==> config.mk <==
export PLATFORM = sky130hd
export DESIGN_NAME = fdiv_nonrestore
export DESIGN_NICKNAME = d
export VERILOG_FILES = /design/src/rtl/fdiv_pkg.sv /design/src/rtl/fdiv_step.sv /design/src/rtl/fdiv_range.sv /design/src/rtl/fdiv_ctrl.sv /design/src/rtl/fdiv_nonrestore.sv
export SDC_FILE = /design/constraint.sdc
export NUM_CORES = 1
export LEC_CHECK = 0
export BUFFER_PORTS_ARGS = -buffer_cell sky130_fd_sc_hd__buf_2
export CAP_MARGIN = 25
export CORE_MARGIN = 3
export CORE_UTILIZATION = 30
export CTS_CLUSTER_SIZE = 20
export DETAILED_ROUTE_END_ITERATION = 8
export PLACE_DENSITY_LB_ADDON = 0.3
export SLEW_MARGIN = 20
export SYNTH_ARGS = -nofsm -noshare
export SYNTH_HDL_FRONTEND = slang
export SYNTH_HIERARCHICAL = 1
export SYNTH_SLANG_ARGS = --single-unit
export TNS_END_PERCENT = 100
==> constraint.sdc <==
create_clock -name clk -period 3.9 [get_ports clk]
set_input_delay 0.39 -clock clk [delete_from_list [all_inputs] [get_ports clk]]
set_output_delay 0.39 -clock clk [all_outputs]
set_load 0.01 [all_outputs]
==> src/rtl/fdiv_pkg.sv <==
// Package fdiv_pkg
// Shared types for the non-restoring fraction divider.
// Assumes nothing beyond IEEE 1800-2017 enum support.
package fdiv_pkg;

    // Sequencer phases: idle, first combine, bit iterations, result write.
    typedef enum logic [1:0] {
        ST_IDLE = 2'd0,
        ST_INIT = 2'd1,
        ST_ITER = 2'd2,
        ST_FIN  = 2'd3
    } fdiv_state_e;

endpackage

==> src/rtl/fdiv_step.sv <==
// Module fdiv_step
// One combinational step of non-restoring division. The step compares the
// sign of the operand with the sign of the divisor, optionally doubles the
// operand, and subtracts the divisor on a sign match or adds it otherwise.
// Assumes |operand| <= |divisor| and a divisor sign-extended by one bit.
// The arithmetic is modulo 2^(W+1), so the doubled value may wrap but the
// final sum is always back in range.
module fdiv_step #(
    parameter int W = 8
) (
    input  logic [W:0]   operand_i,
    input  logic [W-1:0] divisor_i,
    input  logic         shift_i,
    output logic         same_sign_o,
    output logic [W:0]   result_o
);

    logic [W:0] div_ext;
    logic [W:0] base;

    // Sign-extend the divisor and pick the doubled or plain operand.
    always_comb begin
        div_ext     = {divisor_i[W-1], divisor_i};
        base        = shift_i ? {operand_i[W-1:0], 1'b0} : operand_i;
        same_sign_o = (operand_i[W] == divisor_i[W-1]);
        result_o    = same_sign_o ? (base - div_ext) : (base + div_ext);
    end

endmodule

==> src/rtl/fdiv_range.sv <==
// Module fdiv_range
// Magnitude precondition check: in_range_o is high when |dividend| is
// strictly below |divisor|. A zero divisor is therefore always out of
// range. Magnitudes are formed in W+1 bits so that -2^(W-1) is exact.
module fdiv_range #(
    parameter int W = 8
) (
    input  logic [W-1:0] dividend_i,
    input  logic [W-1:0] divisor_i,
    output logic         in_range_o
);

    logic [W:0] x_ext, y_ext, x_mag, y_mag;

    // Build unsigned magnitudes and compare them.
    always_comb begin
        x_ext      = {dividend_i[W-1], dividend_i};
        y_ext      = {divisor_i[W-1], divisor_i};
        x_mag      = dividend_i[W-1] ? (~x_ext + 1'b1) : x_ext;
        y_mag      = divisor_i[W-1]  ? (~y_ext + 1'b1) : y_ext;
        in_range_o = (x_mag < y_mag);
    end

    // a zero divisor can never pass the range check.
    always_comb begin
        if (divisor_i == '0) begin
            p_zero_div_r9: assert (!in_range_o)
                else $error("zero divisor reported in range");
        end
    end

endmodule

==> src/rtl/fdiv_ctrl.sv <==
// Module fdiv_ctrl
// Sequencer for the divider. It accepts a start only while idle, spends
// one cycle on the first combine, W-1 cycles on bit iterations, and one
// cycle writing the result, so the result appears W+1 edges after the
// accepting edge. Assumes W >= 3 and a synchronous active-low reset.
module fdiv_ctrl
    import fdiv_pkg::*;
#(
    parameter int W = 8
) (
    input  logic clk,
    input  logic rst_n,
    input  logic start_i,
    output logic accept_o,
    output logic init_o,
    output logic iter_o,
    output logic fin_o,
    output logic busy_o
);

    localparam int CW        = $clog2(W);
    localparam int ITER_LAST = W - 2;
    localparam int LW        = $clog2(W + 3) + 1;

    fdiv_state_e   state;
    logic [CW-1:0] iter_cnt;

    // Decode the phase strobes from the current state.
    always_comb begin
        accept_o = (state == ST_IDLE) && start_i;
        init_o   = (state == ST_INIT);
        iter_o   = (state == ST_ITER);
        fin_o    = (state == ST_FIN);
        busy_o   = (state != ST_IDLE);
    end

    // Advance the phase and count the bit iterations.
    always_ff @(posedge clk) begin
        if (!rst_n) begin
            state    <= ST_IDLE;
            iter_cnt <= '0;
        end else begin
            case (state)
                ST_IDLE: if (start_i) state <= ST_INIT;
                ST_INIT: begin
                    state    <= ST_ITER;
                    iter_cnt <= '0;
                end
                ST_ITER: begin
                    if (iter_cnt == CW'(ITER_LAST)) begin
                        state    <= ST_FIN;
                        iter_cnt <= '0;
                    end else begin
                        iter_cnt <= iter_cnt + 1'b1;
                    end
                end
                default: state <= ST_IDLE;
            endcase
        end
    end

    // Latency counter used only by the checks below.
    logic [LW-1:0] lat_cnt;
    always_ff @(posedge clk) begin
        if (!rst_n)        lat_cnt <= '0;
        else if (accept_o) lat_cnt <= LW'(1);
        else if (busy_o)   lat_cnt <= lat_cnt + 1'b1;
    end

    // the result phase is entered exactly W+1 edges after acceptance.
    p_latency_r2: assert property (@(posedge clk) disable iff (!rst_n)
        fin_o |-> (lat_cnt == LW'(W + 1)))
        else $error("result phase at wrong latency");

    // the result phase lasts one cycle and is followed by idle.
    p_fin_once_r2: assert property (@(posedge clk) disable iff (!rst_n)
        fin_o |=> !busy_o)
        else $error("result phase not followed by idle");

    // a running division is never restarted.
    p_no_restart_r3: assert property (@(posedge clk) disable iff (!rst_n)
        busy_o |=> !init_o || $past(init_o) == 1'b0 && !busy_o == 1'b0 && state != ST_INIT)
        else $error("restart while busy");

endmodule

==> src/rtl/fdiv_nonrestore.sv <==
// Module fdiv_nonrestore
// Top of the non-restoring signed fraction divider. It captures the
// operands on an accepted start, runs the first combine and W-1 bit
// iterations through one shared step unit, forces the last quotient bit
// to 1, and publishes quotient, remainder and error together with a
// one-cycle done pulse. Operands are W-bit two's-complement fractions.
// Assumes W >= 3.
module fdiv_nonrestore #(
    parameter int W = 8
) (
    input  logic         clk,
    input  logic         rst_n,
    input  logic         start_i,
    input  logic [W-1:0] dividend_i,
    input  logic [W-1:0] divisor_i,
    output logic [W-1:0] quot_o,
    output logic [W:0]   rem_o,
    output logic         busy_o,
    output logic         done_o,
    output logic         err_o
);

    localparam int QB = W - 1;
    localparam int PW = 2 * W + 2;

    logic accept, init_ph, iter_ph, fin_ph;
    logic in_range;
    logic same_sign;
    logic [W:0]    step_in, step_out;
    logic [W-1:0]  x_q, y_q;
    logic [W:0]    r_q;
    logic [QB-1:0] qbits;
    logic          err_q;

    fdiv_ctrl #(.W(W)) u_ctrl (
        .clk      (clk),
        .rst_n    (rst_n),
        .start_i  (start_i),
        .accept_o (accept),
        .init_o   (init_ph),
        .iter_o   (iter_ph),
        .fin_o    (fin_ph),
        .busy_o   (busy_o)
    );

    fdiv_range #(.W(W)) u_range (
        .dividend_i (dividend_i),
        .divisor_i  (divisor_i),
        .in_range_o (in_range)
    );

    // Feed the step unit: the dividend in the first phase, the remainder afterwards.
    always_comb begin
        step_in = init_ph ? {x_q[W-1], x_q} : r_q;
    end

    fdiv_step #(.W(W)) u_step (
        .operand_i   (step_in),
        .divisor_i   (y_q),
        .shift_i     (iter_ph),
        .same_sign_o (same_sign),
        .result_o    (step_out)
    );

    // Capture operands and the precondition on an accepted start.
    always_ff @(posedge clk) begin
        if (!rst_n) begin
            x_q   <= '0;
            y_q   <= '0;
            err_q <= 1'b0;
        end else if (accept) begin
            x_q   <= dividend_i;
            y_q   <= divisor_i;
            err_q <= !in_range;
        end
    end

    // Update the partial remainder and shift in quotient bits.
    always_ff @(posedge clk) begin
        if (!rst_n) begin
            r_q   <= '0;
            qbits <= '0;
        end else if (init_ph) begin
            r_q   <= step_out;
            qbits <= '0;
        end else if (iter_ph) begin
            r_q   <= step_out;
            qbits <= (qbits << 1) | QB'(same_sign);
        end
    end

    // Publish the result and pulse done in the result phase.
    always_ff @(posedge clk) begin
        if (!rst_n) begin
            quot_o <= '0;
            rem_o  <= '0;
            err_o  <= 1'b0;
            done_o <= 1'b0;
        end else begin
            done_o <= fin_ph;
            if (fin_ph) begin
                quot_o <= {qbits, 1'b1};
                rem_o  <= r_q;
                err_o  <= err_q;
            end
        end
    end

    // Signed views of the held operands and result for the checks below.
    logic signed [PW-1:0] a_lhs, a_rhs, a_rmag, a_ymag;
    always_comb begin
        a_lhs  = PW'($signed(x_q)) <<< (W - 1);
        a_rhs  = PW'($signed(quot_o)) * PW'($signed(y_q)) + PW'($signed(rem_o));
        a_rmag = rem_o[W] ? -PW'($signed(rem_o)) : PW'($signed(rem_o));
        a_ymag = y_q[W-1] ? -PW'($signed(y_q)) : PW'($signed(y_q));
    end

    // the least significant quotient bit is set on every result.
    p_lsb_set_r6: assert property (@(posedge clk) disable iff (!rst_n)
        done_o |-> quot_o[0])
        else $error("quotient lsb not set");

    // dividend equals quotient times divisor plus remainder.
    p_identity_r7: assert property (@(posedge clk) disable iff (!rst_n)
        (done_o && !err_o) |-> (a_lhs == a_rhs))
        else $error("division identity broken");

    // the remainder magnitude never exceeds the divisor magnitude.
    p_rem_bound_r8: assert property (@(posedge clk) disable iff (!rst_n)
        (done_o && !err_o) |-> (a_rmag <= a_ymag))
        else $error("remainder out of bound");

    // done is a single-cycle pulse with busy already low.
    p_done_pulse_r2: assert property (@(posedge clk) disable iff (!rst_n)
        done_o |-> !busy_o ##1 !done_o)
        else $error("done not a clean pulse");

    // captured operands stay fixed while a division runs.
    p_capture_stable_r3: assert property (@(posedge clk) disable iff (!rst_n)
        (busy_o && start_i) |=> ($stable(x_q) && $stable(y_q)))
        else $error("operands changed while busy");

    // results only move in the done cycle.
    p_hold_r10: assert property (@(posedge clk) disable iff (!rst_n)
        !done_o |-> ($stable(quot_o) && $stable(rem_o) && $stable(err_o)))
        else $error("result changed outside done");

endmodule

== Word-level counts from Yosys, hierarchy flattened ==
Cells that the tools add are included.
Cells by class
  $lt $le $gt $ge: 1
  muxes and demuxes: 12
  bitwise operators: 4
  equality and inequality tests: 7
  reduce and logical (&&, ||, !) cells: 7
  $add $sub $neg: 5
Operator list (count)
  two-way mux 9 bit: 7
  adder 9 x 1 -> 9 bit, second input constant: 2
  NOT 9 bit: 2
  adder 9 bit: 1
  less-than comparator 9 bit: 1
  subtractor 9 bit: 1
  bitwise OR 7 x 1 -> 7 bit: 1
  case mux 2 bit (3 select lines): 1
  case mux 3 bit (2 select lines): 1
  equality test 2 bit, second input constant: 2
  two-way mux 2 bit: 2
  inequality test 2 bit, second input constant: 2
  nonzero test 2 bit: 2
  adder 3 x 1 -> 3 bit, second input constant: 1
  equality test 3 bit, second input constant: 1
  two-way mux 3 bit: 1
  equality test 2 x 1 -> 1 bit, second input constant: 1
  zero test 2 bit: 1
  AND reduction 2 bit: 1
  OR reduction 2 bit: 1
  equality test 1 bit: 1
  logical AND 1 bit: 1
  zero test 1 bit: 1
  NOT 1 bit: 1
Word-level totals
  output and inout bits: 20
  bits of input ports: 19
  logic and storage cells: 47
  register bits after elaboration: 57

== Depth between registers and ports, before layout ==
Gate-level depths: netlist (run 1).
  depth after elaboration: 7
  depth in mapped cells: 16

== Cells and area by module ==
The synthesis (run 1) kept the hierarchy.
By module, submodules not included
  fdiv_nonrestore: sequential area each 1041.0 um2, area an instance 2060.7 um2, times used 1, cells an instance 192
  fdiv_step: sequential area each 0.0 um2, area an instance 616.8 um2, times used 1, cells an instance 78
  fdiv_range: sequential area each 0.0 um2, area an instance 465.4 um2, times used 1, cells an instance 62
  fdiv_ctrl: sequential area each 100.1 um2, area an instance 320.3 um2, times used 1, cells an instance 38

== Worst setup path before layout (run 1) ==
No wires, ideal clock.
  path kind: register to register
  start point: reg u_ctrl.state[1]
  end point: reg r_q[7]
  cell stages (with the launch flop): 16
  slack: 0.655 ns
  arrival: 3.123 ns
  path through: dfxtp_1 -> inv_1 -> ha_1 -> clkbuf_1 -> o21ai_0 -> xnor2_1 -> mux2_2 -> inv_1 -> ha_1 -> nor2b_1 -> o31a_1 -> o211ai_1 -> nand3b_1 -> xor2_1 -> o211ai_1 -> o21ai_1
RTL lines
  start: declaration: line fdiv_ctrl.sv:25  | fdiv_state_e state;
  start signal: assignment: line fdiv_ctrl.sv:40  | state <= ST_IDLE;
  start signal: assignment: line fdiv_ctrl.sv:44  | ST_IDLE: if (start_i) state <= ST_INIT;
  start signal: assignment: line fdiv_ctrl.sv:46  | state <= ST_ITER;
  equality test 2 x 1 -> 1 bit *: line fdiv_ctrl.sv:31  | init_o = (state == ST_INIT);
  net init_ph: line fdiv_nonrestore.sv:26  | logic accept, init_ph, iter_ph, fin_ph;
  two-way mux 9 bit *: line fdiv_nonrestore.sv:54  | step_in = init_ph ? {x_q[W-1], x_q} : r_q;
  net step_in[8]: line fdiv_nonrestore.sv:29  | logic [W:0] step_in, step_out;
  equality test 1 bit *: line fdiv_step.sv:25  | same_sign_o = (operand_i[W] == divisor_i[W-1]);
  net same_sign: line fdiv_nonrestore.sv:28  | logic same_sign;
  two-way mux 9 bit *: line fdiv_step.sv:26  | result_o = same_sign_o ? (base - div_ext) : (base + div_ext);
  net step_out[7]: line fdiv_nonrestore.sv:29
  two-way mux 9 bit: line fdiv_nonrestore.sv:86  | end else if (iter_ph) begin
  two-way mux 9 bit *: line fdiv_nonrestore.sv:83  | end else if (init_ph) begin
  end signal: assignment: line fdiv_nonrestore.sv:84  | r_q <= step_out;
  end signal: assignment: line fdiv_nonrestore.sv:87  | r_q <= step_out;
  end: declaration: line fdiv_nonrestore.sv:31  | logic [W:0] r_q;
The timed path passes the listed nets; every way through them passes the cells marked *. The select of a mux whose other input is x is not followed.
A chain may end at the register's enable or synchronous reset.

== Worst setup path in the final report (run 1) ==
  start point: reg u_ctrl.state[1]
  end point: reg r_q[8]
Same word-level chain as after synthesis.

==> impl_metrics.toml, run 1 <==
[outcome]
outcome = "finished clean"

[critical_path]
crit_type = "register to register"
cp-startpoint = "u_ctrl/state[1]$_SDFFE_PN0P_"
reg2reg_from = "u_ctrl/state[1]$_SDFFE_PN0P_"
critPathMaxFanout = 7
reg2reg_depth = 15
cp-start-kind = "register"
critPathArrivalTime_ns = 3.63
endpoint = "r_q[8]$_SDFFE_PN0P_"
ff2ff_setup_slack_ns = 0.47
reg2reg_to = "r_q[8]$_SDFFE_PN0P_"
required_ns = 4.10
end_kind = "register"

[global_route]
grt_pass1_wl_um = 12400
grt_use_total_pct = 12.0
grt_pass1_vias = 2600
grt_antenna_before_repair = 0
gr-total-overflow = 0
grt_max_degree = 61

[drt]
drt-pass1-iter-count = 4
drtAntennaViolNets = 0
wl_per_cell_um = 13.3
drt-initial-drc-count = 140
via_per_inst = 4.75
drc = 0
routed_wl_um = 7320
vias = 2623

[final_layout]
antenna_cells = 0
area_growth_pct = 18.0
drive_gt1_share_pct = 18.9
stdcell_area_mm2 = 0.00409
final_common_cell = "dfxtp_1"
layout_common_cells = "57 x dfxtp_1, 46 x mux2i_1, 38 x buf_2"
num-fill-cells = 1129
post-route-util_pct = 36.9
nets = 451

[logic_synthesis]
synth_edf_count = 0
ys_warn_count = 6
ys_ff_latch = 57
ys_types = 46
synth_nets = 414
ys_seq_area_share_pct = 32.9
synth_area_per_cell_um2 = 9.36
synth-main-ff-cell = "dfxtp_1"
synthCells = 370
async_reset_ff_share_pct = 0
netlist_area_mm2 = 0.00346

[hold_path]
hold_class = "primary input to register"
min-delay-start = "dividend_i[6]"

[timing]
finalClockSkew_ns = 0.00537
tightest_slew_ns = 0.904
post-route-min-period_ns = 3.43
period_share_pct = 88.0
fin_setup_tns_ns = 0
rsz0062_at_grt = "false"
max_slew_margin_pct = 39.8
setup_viol = 0
hold_viol_final = 0
fmax_mhz = 291
slew_violations = 0

[floorplanning]
dieArea_mm2 = 0.0129
fp-row-count = 38
die_height_um = 113
core-area_mm2 = 0.0111
start_util_pct = 31.3
die-width_um = 113
pin_count = 39

[clock_network]
cts_buffer_depth = 2
cts_setup_buffers = 0
holdBufCountCts = 0
cts_resized = 0
cts.htree.levels = 3
numCtsBuffers = 9
cts_sinks = 57
clk_latency_ns = 0.32
clk_pin_slew_ns = 0.05
root_buffer = "clkbuf_16"
tritoncts = "built"

[power]
worst_ir_drop_vdd_mv = 0.376
p_leak_nw = 1.64
p_per_area_mw_per_mm2 = 695

[placed_design]
numPortBuffers = 38
hpwl_um = 5470
routabilityCongestion = 0.856
placed_cell_area_mm2 = 0.00375

[flow_run]
maxCapViolCount = 0
layout make-up:
type	count	area, um2	area share, %
multi-input combinational	279	2150	52.6
sequential	57	1140	27.9
clock buffer	14	264	6.46
timing repair buffer	42	228	5.57
tap	140	175	4.29
inverter	18	67.6	1.65
clock inverter	2	60.1	1.47
cell families after synthesis:
| logic type | count (synthesis) | share of synthesized area [%] |
|---|---|---|
| simple gates | 109 | 17.2 |
| compound gates | 61 | 11.9 |
| mux | 61 | 18.3 |
| flops | 57 | 32.9 |
| buf+inv | 34 | 4.95 |
| fa+ha+maj | 25 | 9.25 |
| xor+xnor | 21 | 5.31 |
| other cells | 2 | 0.217 |
Yosys cell counts (4+ instances only):
cell type   n  area share, %
o21ai_1     9            1.3
mux2_2     14            4.6
a21oi_1    10            1.4
nand2b_1    8            1.4
o211ai_1   11            2.4
ha_1       24            8.7
buf_2       5           0.72
xor2_1      7            1.8
o21a_1      7            1.5
nor2b_1    37            6.7
dfxtp_1    57             33
o21ai_0     9            1.3
nor2_1     22            2.4
buf_6       4            1.3
xnor2_1    14            3.5
clkbuf_1    5           0.54
mux2i_1    46             13
inv_1      17            1.8
nand2_1    23            2.5
flip-flops by register name, summed over array words and instances (netlist names):
| signal | cells |
|---|---|
| x_q | 8 |
| u_ctrl/iter_cnt | 3 |
| u_ctrl/state | 2 |
| rem_o | 9 |
| err_q | 1 |
| y_q | 8 |
| done_o | 1 |
| r_q | 9 |
| qbits | 7 |
| quot_o | 8 |
| err_o | 1 |
metal layers:
| metal | share of wire [%] | track usage (%) | routed length (um) |
|---|---|---|---|
| met5 | 0 | 0 | 0 |
| met2 | 45 | 19.1 | 3280 |
| met3 | 4.4 | 3.34 | 321 |
| met1 | 49 | 15.7 | 3600 |
| met4 | 1.5 | 4.17 | 111 |
through the flow:
step | hold slack [ns] | total power, mW | setup slack, ns | cells
global route | 0.424 | 3.06 | 0.108 | 552
finish | 0.402 | 2.84 | 0.466 | 552
global placement | 0.437 | 1.99 | 0.611 | 535
floorplan | 0.439 | 1.79 | 0.655 | 370
CTS | 0.394 | 2.87 | 0.451 | 551
detailed placement | 0.440 | 2.00 | 0.470 | 535
worst max-delay path: stages (launching register included):
cell	delay, ns
dfxtp_1	0.40
inv_1	0.09
ha_1	0.22
nand2_1	0.09
o21ai_0	0.23
xnor2_1	0.57
nor2_1	0.12
xnor2_1	0.16
ha_1	0.33
nor2b_1	0.16
o31a_1	0.27
o311ai_1	0.24
nand2_1	0.10
xor2_1	0.17
o211ai_1	0.08
o21ai_1	0.08
worst min path at each step:
stage	end	slack [ns]	depth (start not counted)
floorplan	r_q[0]$_SDFFE_PN0P_	0.44	2
global placement	quot_o[0]$_SDFFE_PN0P_	0.44	1
detailed placement	quot_o[0]$_SDFFE_PN0P_	0.44	1
CTS	y_q[1]$_SDFFE_PN0P_	0.39	3
global route	x_q[6]$_SDFFE_PN0P_	0.42	3
finish	x_q[6]$_SDFFE_PN0P_	0.40	3
power breakdown:
part           internal, mW  switching, mW
registers             0.665         0.0724
clock network         0.594          0.252
logic                 0.598          0.660
Note: power is estimated with default switching activity, not from simulation.
==> inputs of run 2 (changes only) <==
--- a/config.mk
+++ b/config.mk
@@ -11,6 +11,7 @@
 export CORE_UTILIZATION = 30
 export CTS_CLUSTER_SIZE = 20
 export DETAILED_ROUTE_END_ITERATION = 8
+export MAX_ROUTING_LAYER = met4
 export PLACE_DENSITY_LB_ADDON = 0.3
 export SLEW_MARGIN = 20
 export SYNTH_ARGS = -nofsm -noshare
==> run 2 against run 1 <==
Total power about the same; hold slack worse by 0.0017 ns; sequential power barely moved; clock-buffer cell count did not move; first-iteration DRC count increased by 21%; final cell count is the same; critical path depth is the same; fmax about the same; global-route usage increased by 0.35 points.
==> impl_metrics.toml, run 2 (synthesis results as in run 1) <==
[final_layout]
antenna_cells = 0
final_common_cell = "dfxtp_1"
area_growth_pct = 18.0
stdcell_area_mm2 = 0.00409
final-seq-area_mm2 = 0.00114
nets = 451
drive_gt1_share_pct = 18.9
num-fill-cells = 1129
multi_input_area_mm2 = 0.00215
largestRegisters = "r_q x9, rem_o x9"
layout_common_cells = "57 x dfxtp_1, 46 x mux2i_1, 38 x buf_2"

[critical_path]
cp-start-kind = "register"
critPathArrivalTime_ns = 3.63
cp_slowest_cell = "xnor2_1"
crit_type = "register to register"
critPathMaxFanout = 7
ff2ff_setup_slack_ns = 0.46
cp_num_buf_inv = 1
worstPathCellList = "inv_1 > ha_1 > nand2_1 > o21ai_0 > xnor2_1 > nor2_1 > xnor2_1 > ha_1 > nor2b_1 > o31a_1 > o311ai_1 > nand2_1 > xor2_1 > o211ai_1 > o21ai_1"
crit_cells = 15
cp-startpoint = "u_ctrl/state[1]$_SDFFE_PN0P_"
end_kind = "register"
reg2reg_from = "u_ctrl/state[1]$_SDFFE_PN0P_"
path_delay_family = "XOR/XNOR gates"
reg2reg_to = "r_q[8]$_SDFFE_PN0P_"
required_ns = 4.10
cpPeakStageDelay_ns = 0.57
reg2reg_depth = 15

[timing]
fin_setup_tns_ns = 0
finalClockSkew_ns = 0.00476
max_slew_margin_pct = 39.1
slew_violations = 0
fmax_mhz = 291
tightest_slew_ns = 0.914
setup_viol = 0
whs_ns = 0.400
hold_viol_final = 0
fin_ws_ns = 0.464
period_share_pct = 88.1
post-route-min-period_ns = 3.44
rsz0062_at_grt = "false"

[power]
p_sw_share_pct = 34.6
p_int_mw = 1.86
seqPwrFrac_pct = 26.0
combPwrFrac_pct = 44.3
p_per_area_mw_per_mm2 = 695
p_leak_nw = 1.64
switchingPower_uw = 983
worst_ir_drop_vdd_mv = 0.375
power.share.clock_pct = 29.8

[floorplanning]
die-width_um = 113
core-area_mm2 = 0.0111
fp-row-count = 38
die_height_um = 113
start_util_pct = 31.3
dieArea_mm2 = 0.0129
pin_count = 39

[drt]
vias = 2620
wl_per_cell_um = 13.3
drc = 0
drt-pass1-iter-count = 4
routed_wl_um = 7330
via_per_inst = 4.75
drtAntennaViolNets = 0
drt-initial-drc-count = 170

[global_route]
grt_antenna_before_repair = 0
grt_pass1_vias = 2589
grt_pass1_wl_um = 12400
grt_use_total_pct = 12.4
gr-total-overflow = 0
grt_max_degree = 61

[hold_path]
min-delay-start = "dividend_i[6]"
hold_class = "primary input to register"
hold_path_end = "x_q[6]$_SDFFE_PN0P_"
hold_depth = 3

[placed_design]
preCtsSetupSlack_ns = 0.470
routabilityCongestion = 0.870
numPortBuffers = 38
hpwl_um = 5470
placed_cell_area_mm2 = 0.00375

[clock_network]
cts_sinks = 57
tritoncts = "built"
clk_latency_ns = 0.32
cts_setup_buffers = 0
cts.htree.levels = 3
clk_pin_slew_ns = 0.05
cts_buffer_depth = 2
root_buffer = "clkbuf_16"
numCtsBuffers = 9
holdBufCountCts = 0
cts_resized = 0

[flow_run]
maxCapViolCount = 0

[outcome]
outcome = "finished clean"
[run 2: power by group through the flow]
stage | Clock, mW | Sequential, mW | Combinational [mW]
2_1_floorplan | 0 | 0.726 | 1.06
3_3_place_gp | 0 | 0.745 | 1.24
3_5_place_dp | 0 | 0.749 | 1.26
4_1_cts | 0.871 | 0.737 | 1.26
5_1_grt | 0.892 | 0.749 | 1.42
6_report | 0.845 | 0.737 | 1.26
[run 2: worst max path at each step]
stage / endpoint / slack [ns]
after floorplan: r_q[7]$_SDFFE_PN0P_ / 0.66
after global placement: r_q[7]$_SDFFE_PN0P_ / 0.61
after detailed placement: r_q[8]$_SDFFE_PN0P_ / 0.47
after CTS: r_q[8]$_SDFFE_PN0P_ / 0.45
after global routing: r_q[6]$_SDFFE_PN0P_ / 0.11
final: r_q[8]$_SDFFE_PN0P_ / 0.46
[run 2: worst min-delay path: stages]
cell and delay, ns:
buf_2 0.12, mux2i_1 0.07, nor2b_1 0.10
[run 2: stage by stage]
step                      instances  utilization (%)  total power, mW
after CTS                       551             36.8             2.87
after floorplan                 370                -             1.79
after detailed placement        535             33.8             2.00
final                           552             36.9             2.84
after global routing            552             36.9             3.06
after global placement          535             33.8             1.99
[run 2: final cells by class]
class | count | share of cell area, %
inverter | 18 | 1.65
sequential | 57 | 27.9
clock buffer | 14 | 6.46
tap | 140 | 4.29
timing repair buffer | 42 | 5.57
clock inverter | 2 | 1.47
multi-input combinational | 279 | 52.6
[run 2: metal layers]
metal	share of wire, %	global-route usage (%)	up-vias
met2	45	19.2	45
met4	1.6	3.69	0
li1	-	-	1351
met1	49	15.7	1211
met5	0	-	-
met3	3.9	3.45	13
==> inputs of run 3 (changes only) <==
--- a/config.mk
+++ b/config.mk
@@ -5,12 +5,12 @@
 export SDC_FILE = /design/constraint.sdc
 export NUM_CORES = 1
 export LEC_CHECK = 0
-export BUFFER_PORTS_ARGS = -buffer_cell sky130_fd_sc_hd__buf_2
 export CAP_MARGIN = 25
 export CORE_MARGIN = 3
 export CORE_UTILIZATION = 30
 export CTS_CLUSTER_SIZE = 20
 export DETAILED_ROUTE_END_ITERATION = 8
+export DONT_BUFFER_PORTS = 1
 export MAX_ROUTING_LAYER = met4
 export PLACE_DENSITY_LB_ADDON = 0.3
 export SLEW_MARGIN = 20
@@ -18,4 +18,3 @@
 export SYNTH_HDL_FRONTEND = slang
 export SYNTH_HIERARCHICAL = 1
 export SYNTH_SLANG_ARGS = --single-unit
-export TNS_END_PERCENT = 100
==> constraint.sdc (replaced) <==
create_clock -name clk -period 3.35 [get_ports clk]
set_input_delay 0.335 -clock clk [delete_from_list [all_inputs] [get_ports clk]]
set_output_delay 0.335 -clock clk [all_outputs]
set_load 0.01 [all_outputs]
==> run 3 against run 2 <==
Total power is 11% higher; largest power group unchanged; hold slack worse by 0.27 ns; register-to-register slack worse by 0.22 ns; die area stayed put.
==> impl_metrics.toml, run 3 (synthesis results as in run 1) <==
[drt]
drtAntennaViolNets = 0
drc = 0
drt-initial-drc-count = 164
via_per_inst = 4.80
vias = 2481
routed_wl_um = 7290
wl_per_cell_um = 14.1
drt-pass1-iter-count = 4

[clock_network]
cts.htree.levels = 3
tritoncts = "built"
clk_pin_slew_ns = 0.05
cts_buffer_depth = 2
cts_sinks = 57
cts_setup_buffers = 0
clk_latency_ns = 0.32
root_buffer = "clkbuf_16"
numCtsBuffers = 9

[floorplanning]
core-area_mm2 = 0.0111
fp-row-count = 38
die-width_um = 113
start_util_pct = 31.3
die_height_um = 113
pin_count = 39
dieArea_mm2 = 0.0129

[final_layout]
post-route-util_pct = 35.1
num-fill-cells = 1156
antenna_cells = 0
area_growth_pct = 12.2
nets = 416
final_common_cell = "dfxtp_1"
drive_gt1_share_pct = 12.7
layout_common_cells = "56 x dfxtp_1, 46 x mux2i_1, 37 x nor2b_1"
largestRegisters = "r_q x9, rem_o x9"

[global_route]
grt_pass1_wl_um = 12300
grt_use_total_pct = 12.4
gr-total-overflow = 0
grt_max_degree = 61
grt_antenna_before_repair = 0
grt_pass1_vias = 2460

[critical_path]
ff2ff_setup_slack_ns = 0.24
critPathMaxFanout = 9
cp-start-kind = "register"
critPathArrivalTime_ns = 3.31
end_kind = "register"
required_ns = 3.55
crit_type = "register to register"

[timing]
fin_ws_ns = 0.242
period_share_pct = 92.8
fmax_mhz = 322
post-route-min-period_ns = 3.11
finalClockSkew_ns = 0.00414
rsz0062_at_grt = "false"
fin_setup_tns_ns = 0
hold_viol_final = 0
setup_viol = 0
slew_violations = 0

[placed_design]
hpwl_um = 5330
preCtsSetupSlack_ns = 0.178
numPortBuffers = 0
routabilityCongestion = 0.788

[power]
p_per_area_mw_per_mm2 = 815
worst_ir_drop_vdd_mv = 0.352
p_leak_nw = 1.46

[hold_path]
hold_class = "primary input to register"

[flow_run]
maxCapViolCount = 0

[outcome]
outcome = "finished clean"
[run 3: worst max-delay path, cell delays in order (launching register included)]
cell and delay (ns):
dfxtp_2 0.36, inv_1 0.07, ha_1 0.21, buf_4 0.17, o21ai_0 0.15, buf_4 0.18
xnor2_2 0.15, mux2_2 0.39, inv_1 0.06, ha_1 0.21, nor2b_1 0.14, o31a_1 0.28
o211ai_1 0.18, nand3b_1 0.12, xor2_1 0.16, o211ai_1 0.08, o21ai_1 0.08
[run 3: cell type report]
cell class	count	area, um2	share of cell area [%]
multi-input combinational	279	2160	55.5
sequential	57	1140	29.4
clock buffer	11	253	6.50
tap	140	175	4.51
inverter	18	67.6	1.74
timing repair buffer	7	60.1	1.55
clock inverter	5	30.0	0.773
[run 3: path summary, 6_finish.rpt]
kind / from / endpoint / cells after the start
worst max-delay path: u_ctrl/state[1]$_SDFFE_PN0P_ / r_q[7]$_SDFFE_PN0P_ / 16
worst min-delay path: rst_n / u_ctrl/iter_cnt[2]$_SDFFE_PN0P_ / 1
worst max register to register: u_ctrl/state[1]$_SDFFE_PN0P_ / r_q[7]$_SDFFE_PN0P_ / 16
worst min register to register: r_q[4]$_SDFFE_PN0P_ / r_q[4]$_SDFFE_PN0P_ / 2
[run 3: timing repair]
action,CTS,global route
hold endpoints to repair,0,0
endpoints found under the setup margin,0,4
gates resized for setup,0,2
hold buffers,0,0
[run 3: power by group]
group,internal [mW],switching [mW]
combinational,0.703,0.759
sequential,0.776,0.0881
clock,0.535,0.305
total,2.01,1.15
[run 3: metal layers]
metal | track usage [%] | part of all wire [%]
met1 | 16.6 | 50
met3 | 3.40 | 5.3
met4 | 4.09 | 1.4
met5 | - | 0
met2 | 18.0 | 43
[run 3: metrics by stage]
| step | total power, mW | instance area [um2] | hold WS, ns | instances |
|---|---|---|---|---|
| finish | 3.17 | 3890 | 0.134 | 517 |
| global route | 3.41 | 3890 | 0.136 | 517 |
| CTS | 3.18 | 3860 | 0.126 | 516 |
| detailed placement | 2.32 | 3580 | 0.464 | 500 |
| global placement | 2.32 | 3580 | 0.459 | 500 |
| floorplan | 2.08 | 3460 | 0.439 | 370 |
